===== src/rtl/rxr_pkg.sv =====
package rxr_pkg;

    typedef enum logic [2:0] {
        ST_IDLE,
        ST_ADDR,
        ST_DATA,
        ST_STAT,
        ST_DROP
    } rxr_state_e;

    localparam logic [2:0] RA_BASE  = 3'd0;
    localparam logic [2:0] RA_COUNT = 3'd1;
    localparam logic [2:0] RA_CPU   = 3'd2;
    localparam logic [2:0] RA_CTRL  = 3'd3;
    localparam logic [2:0] RA_CLR   = 3'd4;

    localparam int DESC_SHIFT   = 4;   // 16-byte descriptors
    localparam int STAT_LEN_W   = 14;  // length field width in word 2

endpackage


===== src/rtl/rxr_regs.sv =====
module rxr_regs #(
    parameter int IDX_W = 8
) (
    input  logic             clk,
    input  logic             rst_n,
    input  logic             reg_we,
    input  logic [2:0]       reg_addr,
    input  logic [31:0]      reg_wdata,
    output logic [31:0]      ring_base,
    output logic [IDX_W:0]   slot_count,
    output logic [IDX_W-1:0] cpu_idx,
    output logic             enable,
    output logic             idx_clr
);
    import rxr_pkg::*;

    typedef struct packed {
        logic [31:0]      base;
        logic [IDX_W:0]   count;
        logic [IDX_W-1:0] cpu;
        logic             en;
        logic             clr;
    } regs_t;

    regs_t d, q;

    logic unused_hi;
    assign unused_hi = ^reg_wdata[31:IDX_W+1];

    always_comb begin
        d     = q;
        d.clr = 1'b0;
        if (reg_we) begin
            case (reg_addr)
                RA_BASE:  d.base  = reg_wdata;
                RA_COUNT: d.count = reg_wdata[IDX_W:0];
                RA_CPU:   d.cpu   = reg_wdata[IDX_W-1:0];
                RA_CTRL:  d.en    = reg_wdata[0];
                RA_CLR:   d.clr   = reg_wdata[0];
                default:  ;
            endcase
        end
    end

    always_ff @(posedge clk) begin
        if (!rst_n) q <= '0;
        else        q <= d;
    end

    assign ring_base  = q.base;
    assign slot_count = q.count;
    assign cpu_idx    = q.cpu;
    assign enable     = q.en;
    assign idx_clr    = q.clr;

endmodule


===== src/rtl/rxr_engine.sv =====
module rxr_engine #(
    parameter int IDX_W     = 8,
    parameter int BUF_BYTES = 2048,
    parameter int DROP_W    = 16
) (
    input  logic              clk,
    input  logic              rst_n,
    input  logic [31:0]       ring_base,
    input  logic [IDX_W:0]    slot_count,
    input  logic [IDX_W-1:0]  cpu_idx,
    input  logic              enable,
    input  logic              idx_clr,
    input  logic              s_valid,
    input  logic [7:0]        s_data,
    input  logic              s_last,
    output logic              s_ready,
    output logic              mem_rd_en,
    output logic [31:0]       mem_rd_addr,
    input  logic [31:0]       mem_rd_data,
    output logic              mem_we,
    output logic [31:0]       mem_addr,
    output logic [3:0]        mem_be,
    output logic [31:0]       mem_wdata,
    output logic              rx_busy,
    output logic [IDX_W-1:0]  dma_idx,
    output logic [DROP_W-1:0] drop_count
);
    import rxr_pkg::*;

    localparam int LEN_W = $clog2(BUF_BYTES) + 1;
    localparam logic [LEN_W-1:0] LEN_CAP = LEN_W'(BUF_BYTES);

    typedef struct packed {
        rxr_state_e       st;
        logic [IDX_W-1:0] idx;
        logic [31:0]      bufa;
        logic [LEN_W-1:0] len;
        logic [DROP_W-1:0] drops;
        logic             pend;
    } eng_t;

    eng_t d, q;

    logic [31:0]      desc_addr;
    logic [31:0]      byte_addr;
    logic             ring_full;
    logic             last_slot;

    assign desc_addr = ring_base + 32'({q.idx, {DESC_SHIFT{1'b0}}});
    assign byte_addr = q.bufa + 32'(q.len);
    // The descriptor software last released is never taken by hardware.
    assign ring_full = (q.idx == cpu_idx);
    assign last_slot = ({1'b0, q.idx} == slot_count - (IDX_W+1)'(1));

    always_comb begin
        d           = q;
        s_ready     = 1'b0;
        mem_rd_en   = 1'b0;
        mem_rd_addr = desc_addr + 32'd4;
        mem_we      = 1'b0;
        mem_addr    = {byte_addr[31:2], 2'b00};
        mem_be      = 4'b0001 << byte_addr[1:0];
        mem_wdata   = {4{s_data}};

        case (q.st)
            ST_IDLE: begin
                if (q.pend) begin
                    d.idx  = '0;
                    d.pend = 1'b0;
                end else if (enable && s_valid) begin
                    if (ring_full) begin
                        d.st    = ST_DROP;
                        d.drops = q.drops + 1'b1;
                    end else begin
                        mem_rd_en = 1'b1;
                        d.st      = ST_ADDR;
                    end
                end
            end
            ST_ADDR: begin
                d.bufa = mem_rd_data;
                d.len  = '0;
                d.st   = ST_DATA;
            end
            ST_DATA: begin
                s_ready = 1'b1;
                if (s_valid) begin
                    if (q.len < LEN_CAP) begin
                        mem_we = 1'b1;
                        d.len  = q.len + 1'b1;
                    end
                    if (s_last) d.st = ST_STAT;
                end
            end
            ST_STAT: begin
                mem_we    = 1'b1;
                mem_addr  = desc_addr + 32'd8;
                mem_be    = 4'hF;
                mem_wdata = {2'b11, STAT_LEN_W'(q.len), 16'h0000};
                d.idx     = last_slot ? '0 : q.idx + 1'b1;
                d.st      = ST_IDLE;
            end
            ST_DROP: begin
                s_ready = 1'b1;
                if (s_valid && s_last) d.st = ST_IDLE;
            end
            default: d.st = ST_IDLE;
        endcase

        if (idx_clr) d.pend = 1'b1;
    end

    always_ff @(posedge clk) begin
        if (!rst_n) begin
            q    <= '0;
            q.st <= ST_IDLE;
        end else begin
            q <= d;
        end
    end

    assign rx_busy    = (q.st != ST_IDLE);
    assign dma_idx    = q.idx;
    assign drop_count = q.drops;

endmodule


===== src/rtl/rxring_dma_writer.sv =====
module rxring_dma_writer #(
    parameter int IDX_W     = 8,
    parameter int BUF_BYTES = 2048,
    parameter int DROP_W    = 16
) (
    input  logic              clk,
    input  logic              rst_n,
    input  logic              reg_we,
    input  logic [2:0]        reg_addr,
    input  logic [31:0]       reg_wdata,
    input  logic              s_valid,
    input  logic [7:0]        s_data,
    input  logic              s_last,
    output logic              s_ready,
    output logic              mem_rd_en,
    output logic [31:0]       mem_rd_addr,
    input  logic [31:0]       mem_rd_data,
    output logic              mem_we,
    output logic [31:0]       mem_addr,
    output logic [3:0]        mem_be,
    output logic [31:0]       mem_wdata,
    output logic              rx_busy,
    output logic [IDX_W-1:0]  dma_idx,
    output logic [DROP_W-1:0] drop_count
);
    logic [31:0]      ring_base;
    logic [IDX_W:0]   slot_count;
    logic [IDX_W-1:0] cpu_idx;
    logic             enable;
    logic             idx_clr;

    rxr_regs #(.IDX_W(IDX_W)) u_regs (
        .clk        (clk),
        .rst_n      (rst_n),
        .reg_we     (reg_we),
        .reg_addr   (reg_addr),
        .reg_wdata  (reg_wdata),
        .ring_base  (ring_base),
        .slot_count (slot_count),
        .cpu_idx    (cpu_idx),
        .enable     (enable),
        .idx_clr    (idx_clr)
    );

    rxr_engine #(
        .IDX_W     (IDX_W),
        .BUF_BYTES (BUF_BYTES),
        .DROP_W    (DROP_W)
    ) u_engine (
        .clk         (clk),
        .rst_n       (rst_n),
        .ring_base   (ring_base),
        .slot_count  (slot_count),
        .cpu_idx     (cpu_idx),
        .enable      (enable),
        .idx_clr     (idx_clr),
        .s_valid     (s_valid),
        .s_data      (s_data),
        .s_last      (s_last),
        .s_ready     (s_ready),
        .mem_rd_en   (mem_rd_en),
        .mem_rd_addr (mem_rd_addr),
        .mem_rd_data (mem_rd_data),
        .mem_we      (mem_we),
        .mem_addr    (mem_addr),
        .mem_be      (mem_be),
        .mem_wdata   (mem_wdata),
        .rx_busy     (rx_busy),
        .dma_idx     (dma_idx),
        .drop_count  (drop_count)
    );

endmodule


===== config.mk =====
export PLATFORM = sky130hd
export DESIGN_NAME = rxring_dma_writer
export DESIGN_NICKNAME = d
export VERILOG_FILES = /design/src/rtl/rxr_pkg.sv /design/src/rtl/rxr_regs.sv /design/src/rtl/rxr_engine.sv /design/src/rtl/rxring_dma_writer.sv
export SDC_FILE = /design/constraint.sdc
export NUM_CORES = 1
export LEC_CHECK = 0
export BUFFER_PORTS_ARGS = -buffer_cell sky130_fd_sc_hd__buf_2
export CORE_MARGIN = 2
export CORE_UTILIZATION = 35
export CTS_BUF_LIST = sky130_fd_sc_hd__clkbuf_16
export CTS_CLUSTER_SIZE = 28
export DETAILED_ROUTE_END_ITERATION = 8
export PLACE_DENSITY = 0.55
export SLEW_MARGIN = 10
export SYNTH_ARGS = -nofsm -noshare
export SYNTH_HDL_FRONTEND = slang
export SYNTH_SLANG_ARGS = --single-unit

===== constraint.sdc =====
create_clock -name clk -period 4.9 [get_ports clk]
set_input_delay 0.98 -clock clk [delete_from_list [all_inputs] [get_ports clk]]
set_output_delay 0.98 -clock clk [all_outputs]
set_load 0.03 [all_outputs]

==> summary.txt, run 1 <==
Yosys
  • #FFs+latches synth: 123
  • Synth cell types: 78
  • Mapped Area: a little over 9000 um^2
  • Average size of a mapped cell: ~7.5 um^2
  • Syn nets: approximately 1300
  • Cells after Synth: approximately 1200
  • EDFF count, synth: 0
  • Async S/R FF share, synth: 0
  • Top FF cell, synth: dfxtp_1
  • YS warnings: 0
  • Seq/Total Area, Yosys: 0.271

STA
  • Max_slew headroom: 0.538
  • Fin crit share: 0.960
  • Setup slack after layout: roughly 0.20 ns
  • Maximum clock frequency: between 200 and 250 MHz
  • Fin. max-slew vios: 0
  • Worst Tran Pin Value: approximately 0.69 ns
  • Final min period: approximately 4.7 ns
  • Clock Skew: around 0.015 ns
  • Final hold vios: 0
  • Final setup violation count: 0

Route
  • Vias/cell: between 5 and 6
  • Final WL: roughly 28 mm
  • First-pass DRT Iterations: 5
  • Detail Route Antenna Nets: 0
  • WL per Instance: ~16 um
  • Initial DRC Count: ~470
  • Drt drc: 0
  • Via count of the routed design: ~8700

Placement
  • Port Buffers: around 210
  • Routability cong.: 0.904
  • Cell Area, Placed: between 10000 and 15000 um^2
  • DP Wirelength: approximately 21 mm
  • Pre-CTS setup slack: about 0.46 ns

Final layout
  • Layout area overhead: 20.7%
  • Design area: roughly 11000 um^2
  • Fraction of final layout cells sized beyond drive strength 1: 0.229
  • # diodes: 0
  • Most frequent cells in the layout: nand2_1, buf_2, dfxtp_1, xnor2_1, a21boi_0
  • Commonest non-fill, non-tap cell in the layout: nand2_1
  • Post-layout nets: between 1000 and 1500

Global routing
  • Antenna violations before repair: 0
  • Largest net degree at the start of global routing: 57
  • First-pass GRT wire length: about 43 mm
  • GRT Util Overall: 0.202
  • GRT overflow: 0
  • Vias in the first global route: 8218

Min path
  • Hold Crit Depth: 2
  • Tightest Hold Check Type: flop to flop

Critical path
  • CP arrival: about 3.7 ns
  • R2R Setup Slk: about 2.2 ns
  • CP required: 3.92 ns
  • Worst Setup End Kind: primary output
  • Worst r2r dst: u_engine.drop_count[13]
  • Crit Path Max Fanout: 8
  • Critical Path Source: u_regs.ring_base[4]
  • CP startpoint kind: flop
  • Worst reg2reg path depth: 8
  • R2r startpoint: u_engine.q[70]
  • Crit Path Class: flop to primary output
  • CP endpoint: mem_addr[20]

Clock tree
  • Register clock-pin slew on the reported worst setup and hold paths: approximately 0.06 ns
  • CTS root buffer: clkbuf_16
  • TritonCTS buffer count: 17
  • H-tree depth: 4
  • Clk sink count: 123
  • Clk_lat worst skew: approximately 0.43 ns
  • CTS Hold Bufs: 0
  • TritonCTS clock tree: built
  • Clock Path Buffers: 2

Die
  • Row Count: 58
  • Core footprint: 25300 um^2
  • Chip Height: around 160 um
  • Initial core utilization: 0.358
  • Die ar.: 27200 um^2
  • Die W: ~160 um
  • # IOs: ~210

Power
  • Pleak: ~4.4 nW
  • Power, Total: roughly 2.5 mW
  • Worst vdd ir: between 0.15 and 0.2 mV
  • Power Density: between 200 and 250 nW/um^2

Outcome
  • Status: complete, no violations

Flow run
  • Max cap viols: 0
[cell usage after synthesis (all sizes together), types with 5 or more instances]
cell / number / share of area
a211oi: 8 / 0.0080
a21boi: 88 / 0.073
a21o: 10 / 0.0083
a21oi: 38 / 0.022
and2: 26 / 0.018
and3: 11 / 0.0076
buf: 44 / 0.036
clkbuf: 52 / 0.022
dfxtp: 123 / 0.27
ha: 26 / 0.036
inv: 32 / 0.013
mux2i: 6 / 0.0066
nand2: 262 / 0.11
nand2b: 8 / 0.0055
nand3: 44 / 0.025
nand4: 24 / 0.019
nor2: 76 / 0.032
nor2b: 10 / 0.0069
nor3: 29 / 0.018
nor3b: 6 / 0.0050
nor4: 11 / 0.012
o211ai: 7 / 0.0063
o21a: 8 / 0.0068
o21ai: 46 / 0.026
o31ai: 5 / 0.0041
or2: 6 / 0.0041
or3: 11 / 0.0076
xnor2: 92 / 0.090
xor2: 53 / 0.052
[critical path: stages, from the launching register on]
cell and delay [ns]:
dfxtp_2 0.35, ha_4 0.15, inv_1 0.05, fa_1 0.41, nand2b_4 0.18, a211oi_4 0.37
o21a_2 0.18, buf_4 0.14, nand3b_1 0.13, a31o_4 0.30, or2_4 0.28, nor4_4 0.22
xor2_1 0.25, a21oi_1 0.10, buf_4 0.20
[sequential cells by signal, indices dropped and copies added (netlist names)]
signal and count:
u_regs.idx_clr 1, u_regs.ring_base 32, u_regs.slot_count 9, u_engine.q 48, u_regs.enable 1, u_engine.drop_count 16, u_regs.cpu_idx 8, u_engine.dma_idx 8
[area by class of cell]
class / instances / area [um^2]
sequential: 123 / 2470
multi-input combinational: 959 / 6080
clock buffer: 17 / 425
inverter: 32 / 120
timing repair buffer: 241 / 1300
fill: 2650 / 14400
tap: 330 / 413
clock inverter: 15 / 143
[cell families after synthesis]
group / share of synthesized area
buffers and inverters: 0.0706
adders and majority gates: 0.0403
and+or+nand+nor: 0.287
muxes: 0.00662
AOI/OAI and AO/OA: 0.183
DFF: 0.271
xor gates and xnor gates: 0.142
[routing by layer]
layer  global-route usage  share of wire  vias up
li1                     -              -     4406
met1                0.260           0.46     4026
met2                0.344           0.47      224
met3               0.0432          0.055       22
met4               0.0455          0.016        0
met5                    0              0        -
[power by group]
part | internal [mW] | leakage [nW] | total (mW) | switching (mW)
logic | 0.0789 | 3.15 | 0.205 | 0.127
clock network | 0.708 | 0.279 | 1.24 | 0.528
registers | 1.01 | 0.994 | 1.02 | 0.0140
[what timing repair did]
item,4_1_cts,5_1_grt
endpoints found under the setup margin,1,34
resized for setup,0,21
pin swaps,0,8
gates cloned,0,1
setup buffers,2,9
[metrics by stage]
step	instances	TNS, ns	hold WS [ns]	utilization
floorplan	1209	0	0.434	-
global placement	1673	0	0.451	0.402
detailed placement	1673	0	0.454	0.402
CTS	1707	0	0.465	0.425
global route	1717	-0.0693	0.493	0.432
finish	1717	0	0.461	0.432
[worst min-delay path by stage]
stage / startpoint / endpoint / slack (ns)
4_1_cts: u_engine.q[58] / u_engine.q[58] / 0.47
3_5_place_dp: u_regs.idx_clr / u_engine.q[0] / 0.45
5_1_grt: u_engine.q[55] / u_engine.q[55] / 0.49
3_3_place_gp: u_regs.idx_clr / u_engine.q[0] / 0.45
2_1_floorplan: u_regs.idx_clr / u_engine.q[0] / 0.43
6_report: u_engine.q[58] / u_engine.q[58] / 0.46
No activity file was read; power rests on OpenSTA's default activity.
==> inputs of run 2 (changes only) <==
--- a/config.mk
+++ b/config.mk
@@ -5,13 +5,14 @@
 export SDC_FILE = /design/constraint.sdc
 export NUM_CORES = 1
 export LEC_CHECK = 0
+export ABC_AREA = 1
 export BUFFER_PORTS_ARGS = -buffer_cell sky130_fd_sc_hd__buf_2
 export CORE_MARGIN = 2
 export CORE_UTILIZATION = 35
 export CTS_BUF_LIST = sky130_fd_sc_hd__clkbuf_16
 export CTS_CLUSTER_SIZE = 28
 export DETAILED_ROUTE_END_ITERATION = 8
-export PLACE_DENSITY = 0.55
+export PLACE_DENSITY = 0.54
 export SLEW_MARGIN = 10
 export SYNTH_ARGS = -nofsm -noshare
 export SYNTH_HDL_FRONTEND = slang
==> summary.txt, run 2 <==
Yosys
  • Most frequent cell after synthesis: nand2_1
  • EDFF count, synth: 0
  • #FFs+latches synth: 123
  • Top FF cell, synth: dfxtp_1
  • Seq/Total Area, Yosys: 0.254
  • Syn nets: between 1500 and 2000
  • Share of the synthesized area in the top cell type: 0.254
  • YS warnings: 0
  • Synth cell types: approximately 50
  • Cells after Synth: 1565
  • Mapped Area: approximately 9700 um^2
  • Synth Area in Compound Gates: 0.163
  • Post-synth top area cell: dfxtp_1
  • Async S/R FF share, synth: 0
  • Synth cell count leaders: nand2_1, inv_1, o21ai_0
  • Xor and xnor area share after synthesis: 0.0633
  • Simple-gate share of the synthesized area: 0.352
  • Mux cell area share after synthesis: 0
  • Main area contributors after synthesis: dfxtp_1, nand2_1, inv_1
  • Average size of a mapped cell: between 6 and 7 um^2
  • Main combinational cell family by area after synthesis: simple AND/OR/NAND/NOR gates
  • Post-Synth Adder-Cell Area: 0.0376

Die
  • Chip Height: around 170 um
  • # IOs: 208
  • Core footprint: roughly 27000 um^2
  • Row Count: 60
  • Die ar.: around 29000 um^2
  • Die W: ~170 um
  • Initial core utilization: 0.358

Final layout
  • Most frequent cells in the layout: nand2_1, inv_1, buf_2, o21ai_0, nor2_1
  • Layout area overhead: 18.2%
  • # diodes: 0
  • Top reg by flops: u_engine.q
  • Post-layout nets: roughly 1800
  • Max reg flops: 48
  • Count of non-filler cells in the finished layout: about 2100
  • Fraction of final layout cells sized beyond drive strength 1: 0.195
  • Commonest non-fill, non-tap cell in the layout: nand2_1

STA
  • Fin crit share: 0.926
  • Maximum clock frequency: around 220 MHz
  • Fin. max-slew vios: 0
  • Final setup violation count: 0
  • RSZ-0062 raised after global routing: no
  • Setup TNS: 0 ns
  • Max_slew headroom: 0.403
  • Final min period: 4.54 ns
  • Worst Tran Pin Value: slightly below 0.9 ns
  • Setup slack after layout: approximately 0.36 ns
  • Final hold vios: 0
  • Clock Skew: 0.0119 ns

Placement
  • Routability cong.: roughly 0.93
  • Pre-CTS setup slack: around 0.67 ns
  • Dpl cells: between 2000 and 2500
  • DP Wirelength: between 20 and 30 mm
  • Port Buffers: just over 200

Clock tree
  • Register clock-pin slew on the reported worst setup and hold paths: 0.07 ns
  • CTS Hold Bufs: 0
  • Clock Path Buffers: 2
  • CTS root buffer: clkbuf_16
  • TritonCTS buffer count: 17
  • H-tree depth: 4
  • Clk sink count: about 120
  • TritonCTS clock tree: built
  • Clk_lat worst skew: approximately 0.43 ns

Global routing
  • First-pass GRT wire length: 50.3 mm
  • Largest net degree at the start of global routing: 68
  • Antenna violations before repair: 0
  • GRT overflow: 0
  • Vias in the first global route: 9616
  • GRT Util Overall: 0.222

Route
  • Final WL: approximately 32 mm
  • Via count of the routed design: roughly 10000
  • Drt drc: 0
  • WL per Instance: 15.4 um
  • First-pass DRT Iterations: 5
  • Initial DRC Count: between 500 and 600
  • Detail Route Antenna Nets: 0
  • Vias/cell: between 4 and 5

Critical path
  • CP startpoint kind: flop
  • CP arrival: 3.56 ns
  • CP required: 3.92 ns
  • Crit Path Class: flop to primary output
  • Worst Setup End Kind: primary output
  • Crit Path Max Fanout: 7

Power
  • Power, Total: 2.71 mW
  • Pleak: 5.29 nW
  • Power Density: about 240 nW/um^2
  • Worst vdd ir: 0.198 mV

Min path
  • Tightest Hold Check Type: flop to flop

Outcome
  • Status: complete, no violations

Flow run
  • Max cap viols: 0
## run 2: changes by cell type after synthesis, moves of 24 or more
cell	delta
and2_1	-24
nor2_1	+75
xnor2_1	-75
nand3_1	+74
a21boi_0	-85
nand2_2	+32
o21ai_0	+118
nand2_1	+71
inv_1	+181
a21oi_1	+88
## run 2: path summary, 6_finish.rpt
check                                    startpoint  cells past startpoint  slack, ns              end
worst max-delay path            u_engine.dma_idx[1]                     17       0.36  mem_rd_addr[23]
worst min-delay path                 u_regs.idx_clr                      2       0.45    u_engine.q[0]
worst min register to register       u_regs.idx_clr                      2       0.45    u_engine.q[0]
worst max register to register       u_engine.q[71]                     12       2.58   u_engine.q[26]
## run 2: cells by family after synthesis
| group | count (synthesis) |
|---|---|
| and+or+nand+nor | 742 |
| buffers and inverters | 298 |
| xor gates and xnor gates | 68 |
| AOI/OAI and AO/OA | 306 |
| DFF | 123 |
| adders and majority gates | 28 |
## run 2: area by class of cell
type	count	area (um^2)
multi-input combinational	1144	5990
clock buffer	17	425
sequential	123	2460
fill	2956	15600
timing repair buffer	217	1110
inverter	226	848
tap	372	465
clock inverter	15	163
## run 2: what timing repair did
item	4_1_cts	5_1_grt
buffers inserted	0	0
gates resized for setup	0	3
endpoints found under the hold margin	0	0
endpoints found under the setup margin	0	20
## run 2: metrics by stage
step                area (um^2)   util  hold WS (ns)
floorplan                  9710      -         0.413
global placement          10900  0.401         0.421
detailed placement        10900  0.401         0.440
CTS                       11500  0.423         0.455
global route              11500  0.423         0.462
finish                    11500  0.423         0.452
## run 2: per-layer routing
| metal | vias to the layer above | part of all wire | global-route usage |
|---|---|---|---|
| li1 | 5346 | - | - |
| met1 | 4648 | 0.45 | 0.277 |
| met2 | 252 | 0.47 | 0.385 |
| met3 | 31 | 0.059 | 0.0509 |
| met4 | 0 | 0.017 | 0.0535 |
| met5 | - | 0 | 0 |
## run 2: worst max-delay path, cell delays in order (launching register included)
cell and delay [ns]:
dfxtp_1 0.51, inv_1 0.14, fa_1 0.54, inv_1 0.11, nand2_1 0.05, nand2_1 0.10
nand3_1 0.11, nand2_2 0.13, nand2_1 0.08, nand2_2 0.11, nand2_1 0.09, inv_1 0.13
nand3_1 0.19, nor3_2 0.31, nand2_1 0.12, xor2_1 0.19, inv_1 0.06, buf_2 0.18
## run 2: where the power goes
| group | switching (mW) | internal [mW] | total [mW] |
|---|---|---|---|
| combinational | 0.243 | 0.110 | 0.353 |
| clock | 0.552 | 0.760 | 1.31 |
| sequential | 0.0229 | 1.02 | 1.05 |
| total | 0.818 | 1.90 | 2.71 |
==> inputs of run 3 (changes only) <==
==> constraint.sdc (replaced) <==
create_clock -name clk -period 4.9 [get_ports clk]
set_input_delay 0.49 -clock clk [delete_from_list [all_inputs] [get_ports clk]]
set_output_delay 0.49 -clock clk [all_outputs]
set_load 0.03 [all_outputs]
==> summary.txt, run 3 (synthesis gave the netlist of run 2 again) <==
Outcome
  • Status: complete, no violations

Critical path
  • CP dominant cell by count: nand2_1
  • CP arrival: ~3.8 ns
  • Critical path's slowest cell: fa_1
  • Family with the most delay on the worst path: simple AND/OR/NAND/NOR gates
  • Worst path bufs/invs: 4
  • CP required: 4.41 ns
  • R2R Setup Slk: 2.55 ns
  • Crit-path max cell delay: 0.47 ns
  • Worst Setup End Kind: primary output
  • Crit Path Class: flop to primary output
  • Crit-path cells: ha_1 > inv_1 > fa_1 > inv_1 > nand2_1 > nand2_1 > nand3_1 > nand2_2 > nand2_1 > nand2_1 > nand2_1 > nor2_2 > inv_1 > nor3_1 > nand4_1 > xor2_1 > buf_2
  • CP startpoint kind: flop
  • Crit Path Max Fanout: 6

Clock tree
  • CTS Hold Bufs: 0
  • Number of gates resized after CTS: 0
  • Post-CTS Setup Bufs: 0
  • CTS root buffer: clkbuf_16
  • TritonCTS buffer count: 17
  • Clock Path Buffers: 2
  • H-tree depth: 4
  • Clk_lat worst skew: roughly 0.44 ns
  • TritonCTS clock tree: built
  • Clk sink count: roughly 120
  • Register clock-pin slew on the reported worst setup and hold paths: 0.06 ns

Die
  • Row Count: 60
  • Core footprint: between 20000 and 30000 um^2
  • # IOs: roughly 210
  • Initial core utilization: 0.358
  • Die W: about 170 um
  • Die ar.: slightly below 30000 um^2
  • Chip Height: ~170 um

Global routing
  • First-pass GRT wire length: 50.4 mm
  • Vias in the first global route: between 9000 and 10000
  • GR peak layer: met2
  • GRT Util Overall: 0.222
  • Met2 Track Usage GR: 0.377
  • Grt met3 use: 0.0446
  • Largest net degree at the start of global routing: 68
  • Global Route met1 Usage: 0.281
  • GRT overflow: 0
  • Antenna violations before repair: 1

Power
  • Clock power frac: 0.482
  • Sw Pwr: approximately 780 uW
  • Switching share of power: 0.288
  • Power, Total: about 2.7 mW
  • Combinational share of power: 0.130
  • Sequential power share: 0.388
  • Worst vdd ir: about 0.16 mV
  • Power Density: 236 nW/um^2
  • Pleak: about 5.3 nW
  • Internal Power: about 1.9 mW

STA
  • RSZ-0062 raised after global routing: no
  • Worst Tran Pin Value: approximately 0.98 ns
  • Max_slew headroom: 0.345
  • Setup TNS: 0 ns
  • Final min period: 4.24 ns
  • Final setup violation count: 0
  • Final hold vios: 0
  • Fin crit share: 0.865
  • Maximum clock frequency: 236 MHz
  • Fin. max-slew vios: 0
  • Setup slack after layout: 0.662 ns
  • Clock Skew: roughly 0.013 ns

Route
  • Drt drc: 0
  • WL per Instance: 15.2 um
  • Final WL: about 32 mm
  • Vias/cell: roughly 4.9
  • Detail Route Antenna Nets: 0
  • First-pass DRT Iterations: 5
  • Via count of the routed design: between 10000 and 15000
  • Initial DRC Count: between 600 and 700

Placement
  • Pre-CTS setup slack: between 1 and 1.5 ns
  • DP Wirelength: approximately 26 mm
  • Routability cong.: roughly 0.9
  • Port Buffers: just over 200

Final layout
  • Fillcell total: ~3000
  • Layout area overhead: 17.8%
  • Most frequent cells in the layout: nand2_1, inv_1, buf_2, o21ai_0, nor2_1
  • Top reg by flops: u_engine.q
  • Multi-input logic area: ~6000 um^2
  • Max reg flops: 48
  • Reg area: 2460 um^2
  • # diodes: 0
  • Fraction of final layout cells sized beyond drive strength 1: 0.191
  • Commonest non-fill, non-tap cell in the layout: nand2_1
  • Post-layout nets: around 1800

Min path
  • Tightest Hold Check Type: input pin to flop

Flow run
  • Max cap viols: 0
## run 3: cell types whose count changed in the layout (fill, tap and decap cells not counted), sizes merged
cell      change
inv           -6
bufinv        +1
clkinvlp      +3
buf           -3
## run 3: worst paths after layout
kind | startpoint | end | cells past startpoint
setup / recovery | u_engine.dma_idx[0] | mem_rd_addr[28] | 17
hold / removal | reg_wdata[28] | u_regs.ring_base[28] | 3
setup reg to reg | u_engine.dma_idx[3] | u_engine.drop_count[9] | 11
hold reg to reg | u_regs.idx_clr | u_engine.q[0] | 2
## run 3: power groups by stage
stage / combinational [mW] / clock [mW] / sequential (mW)
floorplan: 0.240 / 0 / 1.06
global placement: 0.354 / 0 / 1.07
detailed placement: 0.355 / 0 / 1.07
CTS: 0.357 / 1.33 / 1.05
global route: 0.390 / 1.36 / 1.05
finish: 0.352 / 1.30 / 1.05
## run 3: layout make-up
cell class,count,share of cell area
Multi-Input combinational cell,1144,0.524
Sequential cell,123,0.215
Timing Repair Buffer,214,0.0952
Inverter,226,0.0742
Tap cell,372,0.0407
Clock buffer,17,0.0372
Clock inverter,13,0.0136
## run 3: worst min-delay path, cell delays in order
cell and delay (ns):
buf_2 0.08, nor2_1 0.03, nor2_1 0.08
## run 3: stage by stage
stage	instance area, um^2	cells	utilization	hold slack, ns
after global placement	10800	2079	0.400	0.421
after global routing	11400	2109	0.422	0.313
after floorplan	9710	1565	-	0.413
final	11400	2109	0.422	0.285
after CTS	11400	2109	0.422	0.266
after detailed placement	10800	2079	0.400	0.442
## run 3: routing by layer
layer / vias to the layer above / part of all wire
met3: 38 / 0.056
met5: - / 0.00037
li1: 5347 / -
met4: 2 / 0.022
met2: 256 / 0.47
met1: 4721 / 0.45
